## config.mk

```make
export PLATFORM = sky130hd
export DESIGN_NAME = spi_dual_regslave
export DESIGN_NICKNAME = d
export VERILOG_FILES = /design/src/rtl/spi_rs_pkg.sv /design/src/rtl/spi_rs_sync.sv /design/src/rtl/spi_rs_shifter.sv /design/src/rtl/spi_rs_seq.sv /design/src/rtl/spi_dual_regslave.sv
export SDC_FILE = /design/constraint.sdc
export NUM_CORES = 1
export LEC_CHECK = 0
export BUFFER_PORTS_ARGS = -buffer_cell sky130_fd_sc_hd__buf_2
export CORE_UTILIZATION = 40
export DETAILED_ROUTE_END_ITERATION = 12
export PLACE_DENSITY = 0.57
export RECOVER_POWER = 100
export SETUP_SLACK_MARGIN = 0.3
export SYNTH_ARGS = -nofsm -noshare
export SYNTH_HDL_FRONTEND = slang
export SYNTH_SLANG_ARGS = --single-unit
```

## constraint.sdc

```tcl
create_clock -name clk -period 1.87 [get_ports clk]
set_input_delay 0.561 -clock clk [delete_from_list [all_inputs] [get_ports clk]]
set_output_delay 0.561 -clock clk [all_outputs]
set_load 0.05 [all_outputs]
```

## src/rtl/spi_rs_pkg.sv

```systemverilog
package spi_rs_pkg;
   localparam int BYTE_W   = 8;
   localparam int CNT_W    = $clog2(BYTE_W);
   // command field positions used by the decoder
   localparam int FMT_BIT  = 7;   // first byte: 1 = long format
   localparam int SWR_BIT  = 0;   // short command write flag
   localparam int LWR_BIT  = 4;   // second long byte write flag

   typedef enum logic [1:0] {
      PH_CMD0 = 2'd0,
      PH_CMD1 = 2'd1,
      PH_DATA = 2'd2
   } phase_t;
endpackage

```

## src/rtl/spi_rs_sync.sv

```systemverilog
module spi_rs_sync #(
   parameter int SYNC_STAGES = 2
) (
   input  logic clk,
   input  logic rst_n,
   input  logic sck,
   input  logic cs_n,
   input  logic mosi,
   output logic sck_rise,
   output logic sck_fall,
   output logic cs_act,
   output logic mosi_s
);
   localparam int NSIG = 3;

   logic [NSIG-1:0] raw;
   logic [NSIG-1:0] sy;
   logic            sck_prev;

   assign raw = {cs_n, mosi, sck};

   genvar g;
   generate
      for (g = 0; g < NSIG; g++) begin : g_chain
         localparam logic RST_VAL = (g == NSIG - 1);
         logic [SYNC_STAGES-1:0] ch;
         always_ff @(posedge clk) begin
            if (!rst_n) ch <= {SYNC_STAGES{RST_VAL}};
            else        ch <= {ch[SYNC_STAGES-2:0], raw[g]};
         end
         assign sy[g] = ch[SYNC_STAGES-1];
      end
   endgenerate

   always_ff @(posedge clk) begin
      if (!rst_n) sck_prev <= 1'b0;
      else        sck_prev <= sy[0];
   end

   assign sck_rise = sy[0] & ~sck_prev;
   assign sck_fall = ~sy[0] & sck_prev;
   assign mosi_s   = sy[1];
   assign cs_act   = ~sy[2];
endmodule

```

## src/rtl/spi_rs_shifter.sv

```systemverilog
module spi_rs_shifter
   import spi_rs_pkg::*;
(
   input  logic              clk,
   input  logic              rst_n,
   input  logic              sck_rise,
   input  logic              sck_fall,
   input  logic              cs_act,
   input  logic              mosi_s,
   input  logic              load_stb,
   input  logic [BYTE_W-1:0] load_data,
   output logic              byte_done,
   output logic [BYTE_W-1:0] byte_val,
   output logic              miso
);
   logic [CNT_W-1:0]  bitcnt;
   logic [BYTE_W-1:0] rx_sh;
   logic [BYTE_W-1:0] tx_sh;
   logic [BYTE_W-1:0] tx_next;
   logic              byte_edge;

   always_ff @(posedge clk) begin
      if (!rst_n || !cs_act) begin
         bitcnt    <= '0;
         rx_sh     <= '0;
         tx_sh     <= '0;
         tx_next   <= '0;
         byte_edge <= 1'b0;
         byte_done <= 1'b0;
         byte_val  <= '0;
      end else begin
         byte_done <= 1'b0;
         if (load_stb) tx_next <= load_data;
         if (sck_rise) begin
            rx_sh  <= {rx_sh[BYTE_W-2:0], mosi_s};
            bitcnt <= bitcnt + 1'b1;
            if (bitcnt == CNT_W'(BYTE_W - 1)) begin
               byte_done <= 1'b1;
               byte_val  <= {rx_sh[BYTE_W-2:0], mosi_s};
               byte_edge <= 1'b1;
            end
         end
         if (sck_fall) begin
            if (byte_edge) begin
               tx_sh     <= load_stb ? load_data : tx_next;
               tx_next   <= '0;
               byte_edge <= 1'b0;
            end else begin
               tx_sh <= {tx_sh[BYTE_W-2:0], 1'b0};
            end
         end
      end
   end

   assign miso = cs_act & tx_sh[BYTE_W-1];
endmodule

```

## src/rtl/spi_rs_seq.sv

```systemverilog
module spi_rs_seq
   import spi_rs_pkg::*;
#(
   parameter int SHORT_AW = 6,
   parameter int LONG_AW  = 10
) (
   input  logic               clk,
   input  logic               rst_n,
   input  logic               cs_act,
   input  logic               byte_done,
   input  logic [BYTE_W-1:0]  byte_val,
   output logic               reg_wr_en,
   output logic               reg_rd_en,
   output logic               reg_long,
   output logic [LONG_AW-1:0] reg_addr,
   output logic [BYTE_W-1:0]  reg_wdata,
   output logic               load_stb
);
   localparam logic [LONG_AW-1:0] SHORT_MASK = LONG_AW'((1 << SHORT_AW) - 1);
   localparam logic [LONG_AW-1:0] LONG_MASK  = '1;

   phase_t             phase;
   logic               is_long;
   logic               is_wr;
   logic [6:0]         hi_bits;
   logic [LONG_AW-1:0] addr;
   logic [LONG_AW-1:0] s_addr;
   logic [LONG_AW-1:0] l_addr;
   logic [9:0]         l_full;

   function automatic logic [LONG_AW-1:0] step(input logic [LONG_AW-1:0] a,
                                               input logic lg);
      return (a + 1'b1) & (lg ? LONG_MASK : SHORT_MASK);
   endfunction

   assign s_addr = LONG_AW'(byte_val[6:1]) & SHORT_MASK;
   assign l_full = {hi_bits, byte_val[7:5]};
   assign l_addr = LONG_AW'(l_full);

   always_ff @(posedge clk) begin
      if (!rst_n) begin
         phase     <= PH_CMD0;
         is_long   <= 1'b0;
         is_wr     <= 1'b0;
         hi_bits   <= '0;
         addr      <= '0;
         reg_wr_en <= 1'b0;
         reg_rd_en <= 1'b0;
         reg_long  <= 1'b0;
         reg_addr  <= '0;
         reg_wdata <= '0;
         load_stb  <= 1'b0;
      end else begin
         reg_wr_en <= 1'b0;
         reg_rd_en <= 1'b0;
         load_stb  <= reg_rd_en;
         if (!cs_act) begin
            phase <= PH_CMD0;
         end else if (byte_done) begin
            unique case (phase)
               PH_CMD0: begin
                  if (!byte_val[FMT_BIT]) begin
                     is_long <= 1'b0;
                     is_wr   <= byte_val[SWR_BIT];
                     phase   <= PH_DATA;
                     if (byte_val[SWR_BIT]) begin
                        addr <= s_addr;
                     end else begin
                        reg_rd_en <= 1'b1;
                        reg_long  <= 1'b0;
                        reg_addr  <= s_addr;
                        addr      <= step(s_addr, 1'b0);
                     end
                  end else begin
                     hi_bits <= byte_val[6:0];
                     phase   <= PH_CMD1;
                  end
               end
               PH_CMD1: begin
                  is_long <= 1'b1;
                  is_wr   <= byte_val[LWR_BIT];
                  phase   <= PH_DATA;
                  if (byte_val[LWR_BIT]) begin
                     addr <= l_addr;
                  end else begin
                     reg_rd_en <= 1'b1;
                     reg_long  <= 1'b1;
                     reg_addr  <= l_addr;
                     addr      <= step(l_addr, 1'b1);
                  end
               end
               default: begin
                  reg_wr_en <= is_wr;
                  reg_rd_en <= ~is_wr;
                  reg_long  <= is_long;
                  reg_addr  <= addr;
                  if (is_wr) reg_wdata <= byte_val;
                  addr      <= step(addr, is_long);
               end
            endcase
         end
      end
   end
endmodule

```

## src/rtl/spi_dual_regslave.sv

```systemverilog
module spi_dual_regslave
   import spi_rs_pkg::*;
#(
   parameter int SHORT_AW    = 6,
   parameter int LONG_AW     = 10,
   parameter int SYNC_STAGES = 2
) (
   input  logic               clk,
   input  logic               rst_n,
   input  logic               sck,
   input  logic               cs_n,
   input  logic               mosi,
   output logic               miso,
   output logic               reg_wr_en,
   output logic               reg_rd_en,
   output logic               reg_long,
   output logic [LONG_AW-1:0] reg_addr,
   output logic [7:0]         reg_wdata,
   input  logic [7:0]         reg_rdata
);
   generate
      if (SHORT_AW < 1 || SHORT_AW > 6) begin : g_bad_short
         $error("SHORT_AW must fit the 6-bit short command field");
      end
      if (LONG_AW < 1 || LONG_AW > 10) begin : g_bad_long
         $error("LONG_AW must fit the 10-bit long command field");
      end
      if (SHORT_AW > LONG_AW) begin : g_bad_order
         $error("SHORT_AW may not exceed LONG_AW");
      end
      if (SYNC_STAGES < 2) begin : g_bad_sync
         $error("SYNC_STAGES must be at least 2");
      end
   endgenerate

   logic              sck_rise, sck_fall, cs_act, mosi_s;
   logic              byte_done, load_stb;
   logic [BYTE_W-1:0] byte_val;

   spi_rs_sync #(.SYNC_STAGES(SYNC_STAGES)) i_sync (
      .clk(clk), .rst_n(rst_n), .sck(sck), .cs_n(cs_n), .mosi(mosi),
      .sck_rise(sck_rise), .sck_fall(sck_fall), .cs_act(cs_act), .mosi_s(mosi_s)
   );

   spi_rs_shifter i_shift (
      .clk(clk), .rst_n(rst_n), .sck_rise(sck_rise), .sck_fall(sck_fall),
      .cs_act(cs_act), .mosi_s(mosi_s), .load_stb(load_stb),
      .load_data(reg_rdata), .byte_done(byte_done), .byte_val(byte_val),
      .miso(miso)
   );

   spi_rs_seq #(.SHORT_AW(SHORT_AW), .LONG_AW(LONG_AW)) i_seq (
      .clk(clk), .rst_n(rst_n), .cs_act(cs_act), .byte_done(byte_done),
      .byte_val(byte_val), .reg_wr_en(reg_wr_en), .reg_rd_en(reg_rd_en),
      .reg_long(reg_long), .reg_addr(reg_addr), .reg_wdata(reg_wdata),
      .load_stb(load_stb)
   );
endmodule

```

==> impl_metrics.tcl <==
set metrics [dict create \
    r2r_end "i_seq.reg_addr[1]" \
    reg2reg_slack_ns 0.24 \
    hp-class "in -> reg" \
    cp_max_fo 2 \
    run_status "complete, no violations" \
    slowest_delay_ns 0.47 \
    gr-usage-met3 0.0317 \
    p_leak_nw 1.51 \
    synth_compound_area_frac 0.156 \
    fin_util 0.485 \
    ios 35 \
    cp_data_arrival_time_ns 1.16 \
    drive_gt1_frac 0.181 \
    whs_path_depth 2 \
    min_from "cs_n" \
    synth.cell_area_um2 3970 \
    fin_skew_ns 0.00768 \
    n_antenna_cell 0 \
    synth_nets 486 \
    fin_setup_tns_ns 0 \
    use_met1 0.239 \
    drc_errors 0 \
    min_to "i_sync.g_chain[2].ch[0]" \
    period_share 0.922 \
    cp_slowest_cell "clkbuf_1" \
    cp.buffers_inverters 1 \
    path_class "reg -> out" \
    slew_headroom 0.604 \
    ys_types 52 \
    cp-start-kind "flip-flop" \
    cpLargestDelayFamily "buffers and inverters" \
    grt_max_degree 36 \
    setup-violations-final 0 \
    synthXorXnorAreaFrac 0.0309 \
    place.detailed.hpwl_mm 6.24 \
    yosys_warnings 0 \
    endpoint_kind "output port" \
    grt_busiest_layer "met2" \
    wl_per_cell_um 14.3 \
    maxCapViolCount 0 \
    vdd_ir_drop_max_mv 0.338 \
    track_usage 0.190 \
    start_util 0.422 \
    clk_latency_ns 0.35 \
    dr.pass1.iters 4 \
    yosys-mux-area-fraction 0.0807 \
    vias 3269 \
    synth_top_family_by_area "simple AND/OR/NAND/NOR gates" \
    fp.coreArea_um2 9420 \
    rsz0062_at_grt "yes" \
    power.density_nw_per_um2 695 \
    syn_area_per_cell_um2 8.50 \
    syn_to_final_growth_pct 15.0 \
    wirelength_mm 9.07 \
    r2r-start "i_shift.byte_done" \
    yosys_register_bits 86 \
    cts_buffers 9 \
    antenna_found_initial 0 \
    globalplace.congestion 0.840 \
    maxSlewViolCount 0 \
    overflow 0 \
    drtIter0Drc 147 \
    ant_nets 0 \
    use_met2 0.321 \
    io_buffer_count 34 \
    fmaxAchievable_mhz 580 \
    synth-simple-area-share 0.232 \
    grt_pass1_wl_mm 15.1 \
    rows 35 \
    layout.cells.non_filler 636 \
    htreeDepth 3 \
    die_h_um 102 \
    worstPathRequired_ns 1.31 \
    cts_buffer_depth 2 \
    synthAdderAreaFrac 0.0189 \
    viasPerCell 5.14 \
    worst_slew_pin_slew_ns 0.596 \
    dp_cells 616 \
    die-area_um2 10300 \
    fp.dieW_um 102 \
    clk_pin_slew_ns 0.08 \
    synthCells 467 \
    nets 522 \
    min_period_ns 1.72 \
    finalHoldViolations 0 \
    rr_worst_depth 6 \
    ys_seq_area_frac 0.434 \
    hold_buffers 0 \
    clkSinkCount 86 \
    crit_chain "clkbuf_1" \
    tritoncts "yes" \
    cts_root_buffer "clkbuf_8" \
    grt_pass1_vias 3166 \
]
## worst register-to-register path, delay by kind of cell (launching register included)
kind / cells / cell delay (ns)
simple gates: 3 / 0.62
compound gates: 1 / 0.13
buf+inv: 1 / 0.14
flops: 1 / 0.38
mux: 1 / 0.24
## timing repair
item	4_1_cts	5_1_grt
setup endpoints to repair	18	34
gates cloned	1	0
setup buffers	1	3
resized for setup	19	18
pin swaps	2	4
## cells in the mapped netlist (all sizes together)
cell type / n / share of area
xnor2: 9 / 0.020
nand4: 4 / 0.0063
a2111oi: 1 / 0.0022
nand4b: 2 / 0.0044
and3b: 1 / 0.0022
mux2i: 32 / 0.081
o2111ai: 1 / 0.0022
a22oi: 2 / 0.0038
nand3b: 1 / 0.0019
or3: 2 / 0.0032
a31oi: 3 / 0.0047
xor2: 5 / 0.011
and2: 8 / 0.013
a211oi: 16 / 0.037
a22o: 2 / 0.0044
o211ai: 2 / 0.0038
buf: 18 / 0.028
or3b: 1 / 0.0022
nand2b: 9 / 0.016
nand2: 65 / 0.061
nor4: 3 / 0.0063
nand3: 17 / 0.021
o2bb2ai: 1 / 0.0022
and3: 2 / 0.0032
clkbuf: 19 / 0.018
a21oi: 47 / 0.059
nor2: 58 / 0.060
o21a: 2 / 0.0038
a21o: 1 / 0.0019
o32a: 1 / 0.0025
ha: 6 / 0.019
o21ai: 15 / 0.022
nor3: 6 / 0.0088
nor3b: 2 / 0.0038
clkinv: 1 / 0.00094
inv: 1 / 0.00094
o31ai: 3 / 0.0069
or2: 1 / 0.0016
dfxtp: 86 / 0.43
nor2b: 11 / 0.017
## layer usage
layer  share of wire  up-vias
li1                -     1677
met1            0.47     1527
met2            0.49       52
met3           0.029       13
met4           0.016        0
met5               0        -
## layout make-up
cell class                      count  area, µm²
Clock buffer                        9        124
Clock inverter                      6       63.8
Fill cell                         951       4850
Inverter                            2       7.51
Multi-Input combinational cell    343       2100
Sequential cell                    86       1740
Tap cell                          129        161
Timing Repair Buffer               61        369
## flip-flops by register name (all words and copies together), names as in the netlist
register,cells
i_seq.hi_bits,7
i_sync.sck_prev,1
i_seq.phase,2
i_seq.reg_wr_en,1
i_seq.is_wr,1
i_shift.tx_next,8
i_seq.reg_wdata,8
i_shift.byte_edge,1
i_seq.addr,10
i_sync.g_chain.ch,6
i_shift.byte_val,8
i_seq.reg_addr,10
i_seq.reg_long,1
i_shift.byte_done,1
i_seq.load_stb,1
i_seq.is_long,1
i_seq.reg_rd_en,1
i_shift.rx_sh,7
i_shift.bitcnt,3
i_shift.tx_sh,8
## power by group
| part | switching [mW] | internal (mW) | total [mW] |
|---|---|---|---|
| Sequential | 0.00343 | 1.83 | 1.83 |
| Clock | 0.670 | 0.607 | 1.28 |
| Combinational | 0.0409 | 0.0210 | 0.0619 |
| Total | 0.714 | 2.46 | 3.17 |
## through the flow
stage          power, mW  hold WS, ns  setup slack [ns]  instance area, µm²
6_report            3.17        0.387             0.145                4570
5_1_grt             3.30        0.374             0.100                4570
4_1_cts             3.22        0.373             0.215                4560
3_5_place_dp        1.95        0.399             0.194                4300
3_3_place_gp        1.94        0.392             0.215                4300
2_1_floorplan       1.92        0.386             0.372                3970
## worst max path at each step
stage	startpoint	end	slack, ns	depth (start not counted)
detailed placement	i_shift.byte_val[7]	i_seq.addr[8]	0.19	5
finish	i_seq.reg_wdata[3]	reg_wdata[3]	0.15	1
floorplan	i_seq.addr[0]	i_seq.addr[8]	0.37	6
global placement	i_seq.addr[1]	i_seq.addr[8]	0.22	6
CTS	i_sync.g_chain[2].ch[1]	miso	0.21	3
global route	i_seq.reg_addr[4]	reg_addr[4]	0.10	1
## logic make-up after synthesis
group                      after synthesis
buffers and inverters                   39
DFF                                     86
adders and majority gates                6
muxes                                   32
xor gates and xnor gates                14
AOI/OAI and AO/OA                       97
and+or+nand+nor                        193
## layout by cell type (no fill, tap or decap), types with 10 or more instances in the layout
cell      count
dfxtp_1      80
nand2_1      65
nor2_1       55
a21oi_1      47
mux2i_1      31
clkbuf_2     17
nand3_1      15
buf_4        14
clkbuf_1     12
a211oi_1     11
buf_2        11
nor2b_1      10
Power figures use the tool's default switching activity.
